<file path="config.mk">
export PLATFORM = sky130hd
export DESIGN_NAME = win_gated_fifo
export DESIGN_NICKNAME = d
export VERILOG_FILES = /design/src/rtl/wgf_pkg.sv /design/src/rtl/wgf_ptrs.sv /design/src/rtl/wgf_cell_pwr.sv /design/src/rtl/wgf_store.sv /design/src/rtl/win_gated_fifo.sv
export SDC_FILE = /design/constraint.sdc
export NUM_CORES = 1
export LEC_CHECK = 0
export ABC_AREA = 1
export CAP_MARGIN = 30
export CORE_ASPECT_RATIO = 0.5
export CORE_MARGIN = 2
export CORE_UTILIZATION = 35
export CTS_CLUSTER_SIZE = 25
export DETAILED_ROUTE_END_ITERATION = 10
export GPL_ROUTABILITY_DRIVEN = 0
export GPL_TIMING_DRIVEN = 0
export SKIP_CTS_REPAIR_TIMING = 1
export SYNTH_ARGS = -nofsm -noshare
export SYNTH_HDL_FRONTEND = slang
export SYNTH_SLANG_ARGS = --single-unit
export TNS_END_PERCENT = 100
</file>
<file path="constraint.sdc">
create_clock -name clk -period 3.15 [get_ports clk]
set_clock_uncertainty 0.05 [all_clocks]
set_input_delay 0.63 -clock clk [delete_from_list [all_inputs] [get_ports clk]]
set_output_delay 0.63 -clock clk [all_outputs]
set_load 0.02 [all_outputs]
</file>
<file path="src/rtl/wgf_pkg.sv">
package wgf_pkg;
  typedef enum logic [1:0] {
    PWR_OFF  = 2'd0,
    PWR_WAKE = 2'd1,
    PWR_ON   = 2'd2
  } pwr_t;
endpackage

</file>
<file path="src/rtl/wgf_ptrs.sv">
module wgf_ptrs #(
  parameter int DEPTH = 8,
  localparam int AW = $clog2(DEPTH)
) (
  input  logic          clk,
  input  logic          rst_n,
  input  logic          wr_fire,
  input  logic          rd_fire,
  output logic [AW-1:0] wr_ptr,
  output logic [AW-1:0] rd_ptr,
  output logic [AW:0]   count,
  output logic          full,
  output logic          empty
);
  logic [AW:0] wr_q, wr_n, rd_q, rd_n;

  always_comb begin
    wr_n = wr_q;
    rd_n = rd_q;
    if (wr_fire) wr_n = wr_q + (AW+1)'(1);
    if (rd_fire) rd_n = rd_q + (AW+1)'(1);
  end

  always_ff @(posedge clk or negedge rst_n) begin
    if (!rst_n) begin
      wr_q <= '0;
      rd_q <= '0;
    end else begin
      if (wr_fire) wr_q <= wr_n;
      if (rd_fire) rd_q <= rd_n;
    end
  end

  assign wr_ptr = wr_q[AW-1:0];
  assign rd_ptr = rd_q[AW-1:0];
  assign count  = wr_q - rd_q;
  assign empty  = (wr_q == rd_q);
  assign full   = (wr_q[AW] != rd_q[AW]) && (wr_q[AW-1:0] == rd_q[AW-1:0]);


  no_overflow_chk: assert property (@(posedge clk) disable iff (!rst_n)
    full |-> !wr_fire);

  no_underflow_chk: assert property (@(posedge clk) disable iff (!rst_n)
    (empty && !wr_fire) |=> empty);

  level_hold_chk: assert property (@(posedge clk) disable iff (!rst_n)
    (wr_fire == rd_fire) |=> $stable(count));
endmodule

</file>
<file path="src/rtl/wgf_cell_pwr.sv">
module wgf_cell_pwr
  import wgf_pkg::*;
#(
  parameter int WAKE_CYC = 3,
  parameter bit RST_ON   = 1'b0,
  localparam int CW = $clog2(WAKE_CYC + 1)
) (
  input  logic clk,
  input  logic rst_n,
  input  logic in_win,
  input  logic occupied,
  output pwr_t state
);
  pwr_t          st_q, st_n;
  logic [CW-1:0] cnt_q, cnt_n;
  logic          need;

  assign need = in_win | occupied;

  always_comb begin
    st_n  = st_q;
    cnt_n = cnt_q;
    unique case (st_q)
      PWR_OFF: if (need) begin
        st_n  = PWR_WAKE;
        cnt_n = CW'(WAKE_CYC - 1);
      end
      PWR_WAKE: begin
        cnt_n = cnt_q - CW'(1);
        if (!need)                 st_n = PWR_OFF;
        else if (cnt_q == CW'(1))  st_n = PWR_ON;
      end
      PWR_ON:  if (!need) st_n = PWR_OFF;
      default: st_n = PWR_OFF;
    endcase
  end

  always_ff @(posedge clk or negedge rst_n) begin
    if (!rst_n) begin
      st_q  <= RST_ON ? PWR_ON : PWR_OFF;
      cnt_q <= '0;
    end else begin
      st_q  <= st_n;
      cnt_q <= cnt_n;
    end
  end

  assign state = st_q;


  data_kept_on_chk: assert property (@(posedge clk) disable iff (!rst_n)
    occupied |-> (st_q == PWR_ON));

  win_wake_chk: assert property (@(posedge clk) disable iff (!rst_n)
    (in_win && st_q == PWR_OFF) |=> (st_q == PWR_WAKE));

  gate_off_chk: assert property (@(posedge clk) disable iff (!rst_n)
    (!in_win && !occupied) |=> (st_q == PWR_OFF));
endmodule

</file>
<file path="src/rtl/wgf_store.sv">
module wgf_store #(
  parameter int DEPTH = 8,
  parameter int WIDTH = 32,
  localparam int AW = $clog2(DEPTH)
) (
  input  logic             clk,
  input  logic             wr_en,
  input  logic [AW-1:0]    wr_addr,
  input  logic [WIDTH-1:0] wr_data,
  input  logic [AW-1:0]    rd_addr,
  output logic [WIDTH-1:0] rd_data
);
  logic [WIDTH-1:0] mem [DEPTH];

  always_ff @(posedge clk) begin
    if (wr_en) mem[wr_addr] <= wr_data;
  end

  assign rd_data = mem[rd_addr];
endmodule

</file>
<file path="src/rtl/win_gated_fifo.sv">
module win_gated_fifo
  import wgf_pkg::*;
#(
  parameter int WIDTH    = 32,
  parameter int DEPTH    = 8,
  parameter int WIN      = 3,
  parameter int WAKE_CYC = 3,
  localparam int AW = $clog2(DEPTH)
) (
  input  logic               clk,
  input  logic               rst_n,
  input  logic               wr_valid,
  input  logic [WIDTH-1:0]   wr_data,
  output logic               wr_ready,
  input  logic               rd_en,
  output logic [WIDTH-1:0]   rd_data,
  output logic               empty,
  output logic               full,
  output logic [2*DEPTH-1:0] pwr_state
);
  localparam logic [AW:0] WIN_L = (AW+1)'(WIN);

  logic             rst_s1, rst_sync_n;
  logic             wr_fire, rd_fire;
  logic [AW-1:0]    wr_ptr, rd_ptr;
  logic [AW:0]      count;
  logic [DEPTH-1:0] occ, in_win;
  pwr_t             st [DEPTH];

  always_ff @(posedge clk or negedge rst_n) begin
    if (!rst_n) begin
      rst_s1     <= 1'b0;
      rst_sync_n <= 1'b0;
    end else begin
      rst_s1     <= 1'b1;
      rst_sync_n <= rst_s1;
    end
  end

  assign wr_ready = !full && (st[wr_ptr] == PWR_ON);
  assign wr_fire  = wr_valid && wr_ready;
  assign rd_fire  = rd_en && !empty;

  wgf_ptrs #(.DEPTH(DEPTH)) u_ptrs (
    .clk(clk), .rst_n(rst_sync_n), .wr_fire(wr_fire), .rd_fire(rd_fire),
    .wr_ptr(wr_ptr), .rd_ptr(rd_ptr), .count(count), .full(full), .empty(empty)
  );

  wgf_store #(.DEPTH(DEPTH), .WIDTH(WIDTH)) u_store (
    .clk(clk), .wr_en(wr_fire), .wr_addr(wr_ptr), .wr_data(wr_data),
    .rd_addr(rd_ptr), .rd_data(rd_data)
  );

  always_comb begin
    for (int i = 0; i < DEPTH; i++) begin
      logic [AW-1:0] dr, dw;
      dr        = AW'(i) - rd_ptr;
      dw        = AW'(i) - wr_ptr;
      occ[i]    = ({1'b0, dr} < count);
      in_win[i] = ({1'b0, dw} < WIN_L);
    end
  end

  for (genvar g = 0; g < DEPTH; g++) begin : g_cell
    wgf_cell_pwr #(.WAKE_CYC(WAKE_CYC), .RST_ON(g < WIN)) u_cell (
      .clk(clk), .rst_n(rst_sync_n), .in_win(in_win[g]),
      .occupied(occ[g]), .state(st[g])
    );
    assign pwr_state[2*g +: 2] = st[g];
  end


  win_head_ready_chk: assert property (@(posedge clk) disable iff (!rst_sync_n)
    (wr_valid && !full && st[wr_ptr] == PWR_ON) |=> !empty);
endmodule

</file>
==> results.sh <==
export IMPL_status="finished with violations"
export IMPL_violations="setup timing"
export IMPL_overflow=0
export IMPL_slowest_delay_ns=0.48
export IMPL_power_leakage_nw=6.16
export IMPL_required_ns=2.47
export IMPL_finalNetCount=1311
export IMPL_peakVddDrop_mv=0.478
export IMPL_fmax_mhz=302
export IMPL_drtIter0Drc=804
export IMPL_synth_area_leader_cell="edfxtp_1"
export IMPL_power_density_nw_per_um2=1040
export IMPL_path_class="flop to output port"
export IMPL_start_util_pct=35.3
export IMPL_synth_async_sr_flop_share_pct=14.1
export IMPL_ys_warn_count=0
export IMPL_cts_root_buffer_cell="clkbuf_16"
export IMPL_fin_crit_sh_pct=105
export IMPL_clock_latency_ns=0.57
export IMPL_grt_max_degree=41
export IMPL_ys_top_cells_by_area="edfxtp_1, dfrtp_1, nand2_1"
export IMPL_max_slew_margin_pct=40.5
export IMPL_power_w=0.0163
export IMPL_yosys_most_used_dff="edfxtp_1"
export IMPL_setup_violations=1
export IMPL_synth_cell_area_um2=12600
export IMPL_worstPathMaxFanout=11
export IMPL_core_rowCount=49
export IMPL_fp_dieArea_um2=37700
export IMPL_cp_start_kind="flop"
export IMPL_synth_common_cells="edfxtp_1, nand2_1, nor2_1"
export IMPL_dp_slack_ns=-0.205
export IMPL_cp_cell_sequence="buf_6, inv_2, buf_6, buf_6, ha_1, nand2_1, nor2_1, nand2_1, nand2_1, nor2_2, clkbuf_2"
export IMPL_syn_to_final_growth_pct=24.0
export IMPL_numCtsBuffers=29
export IMPL_timing_final_hold_violations=0
export IMPL_cts_tree="built"
export IMPL_dr_pass1_iters=5
export IMPL_yosysMostFrequentCell="edfxtp_1"
export IMPL_cts_sinks=298
export IMPL_fin_crit_ns=3.32
export IMPL_synth_seq_area_share_pct=69.3
export IMPL_routed_wl_um=32600
export IMPL_maxSlewViolCount=0
export IMPL_fin_cells=1760
export IMPL_holdWs_ns=0.173
export IMPL_grt_pass1_wl_um=49600
export IMPL_syn_nets=1168
export IMPL_postSynthCellCount=1109
export IMPL_tightest_slew_ns=0.892
export IMPL_hpwl_um=20600
export IMPL_io_pin_count=87
export IMPL_grtUsageTotal_pct=16.8
export IMPL_drtAntennaViolNets=0
export IMPL_final_setup_tns_ns=-0.167
export IMPL_synth_cell_type_count=32
export IMPL_die_y_um=138
export IMPL_worstSetupEndpointType="output port"
export IMPL_fin_ws_ns=-0.167
export IMPL_cts_htree_levels=1
export IMPL_grt_pass1_vias=8781
export IMPL_placed_cells=1687
export IMPL_drv_cap=0
export IMPL_drive_above_1_share_pct=13.6
export IMPL_grt_antenna_before_repair=1
export IMPL_clk_pin_slew_worst_paths_ns=0.07
export IMPL_vias_per_cell=5.07
export IMPL_critical_path_arrival_ns=2.64
export IMPL_die_w_um=273
export IMPL_nFillCells=3243
export IMPL_grt_setup_unrepaired="yes"
export IMPL_clock_path_buffers=3
export IMPL_post_drt_wl_per_cell_um=18.5
export IMPL_synth_area_per_cell_um2=11.4
export IMPL_synth_edf_count=256
export IMPL_vias=8922
export IMPL_drc_errors=0
export IMPL_synth_ff_latch_count=298
export IMPL_hp_class="input pin to asynchronous set/reset pin"
export IMPL_core_area_um2=35700
export IMPL_synth_top_area_share_pct=60.9
export IMPL_crit_path_top_delay_cell="dfrtp_2"
export IMPL_port_buffers=86
cell usage in the layout (no fill, tap or decap), drive strengths merged, types with 39 or more instances in the layout:
cell,synthesis,final
buf,29,52
nor2,154,154
edfxtp,256,256
inv,60,61
o21ai,141,141
o22ai,64,64
nand3,40,40
clkbuf,24,75
nand2,239,239
clkdlybuf4s50,0,51
dfrtp,39,39
registers in the layout (all words and copies together) (netlist names):
register / cells
u_store.mem: 256
g_cell.u_cell.cnt_q: 16
g_cell.u_cell.state: 16
u_ptrs.rd_q: 4
u_ptrs.wr_q: 4
rst_s1: 1
rst_sync_n: 1
layout make-up:
cell class	count	area [µm²]	area share, %
antenna	1	2.50	0.0160
buffer	53	369	2.36
clock buffer	37	801	5.12
clock inverter	17	234	1.50
inverter	60	225	1.44
multi-input combinational	698	3410	21.8
sequential	298	8750	55.9
tap	484	606	3.87
timing repair buffer	112	1260	8.04
worst max-delay path: cells and delay by family, from the launching register on:
kind / cells / cell delay, ns
buffers and inverters: 5 / 0.83
and+or+nand+nor: 5 / 0.51
DFF: 1 / 0.48
adders and majority gates: 1 / 0.25
where the power goes:
part / internal, W / switching, W
Combinational: 0.00263 / 0.00478
Sequential: 0.00484 / 0.000283
Clock: 0.00222 / 0.00152
metal layers:
layer | vias to the layer above | part of all wire [%] | global-route usage (%)
met5 | - | 0 | 0
met4 | 0 | 2.5 | 4.63
met3 | 56 | 4.8 | 2.50
met2 | 237 | 49 | 28.6
met1 | 4464 | 44 | 22.4
li1 | 4165 | - | -
metrics by stage:
stage	utilization, %	instance area, µm²
2_1_floorplan	-	12600
3_3_place_gp	39.4	14100
3_5_place_dp	40.1	14300
4_1_cts	43.0	15400
5_1_grt	43.8	15700
6_report	43.8	15700
final timing paths:
kind,from,slack [ns],endpoint,depth (start not counted)
min,rst_n,0.17,rst_s1,1
max in group asynchronous,rst_sync_n,2.10,u_ptrs.rd_q[0],0
max reg2reg,u_ptrs.rd_q[0],0.32,u_store.mem[7][16],12
max,u_ptrs.rd_q[0],-0.17,wr_ready,11
min in group clk,rst_s1,0.30,rst_sync_n,0
min reg2reg,rst_s1,0.30,rst_sync_n,0
cells by family after synthesis:
kind of cell | synth area share [%]
adder cells (fa/ha/maj) | 2.34
buffers and inverters | 4.22
other | 0.0297
XOR/XNOR | 0.208
AO/OA/AOI/OAI | 9.59
flip-flops | 69.3
AND/OR/NAND/NOR | 14.4
Power figures use the tool's default switching activity.
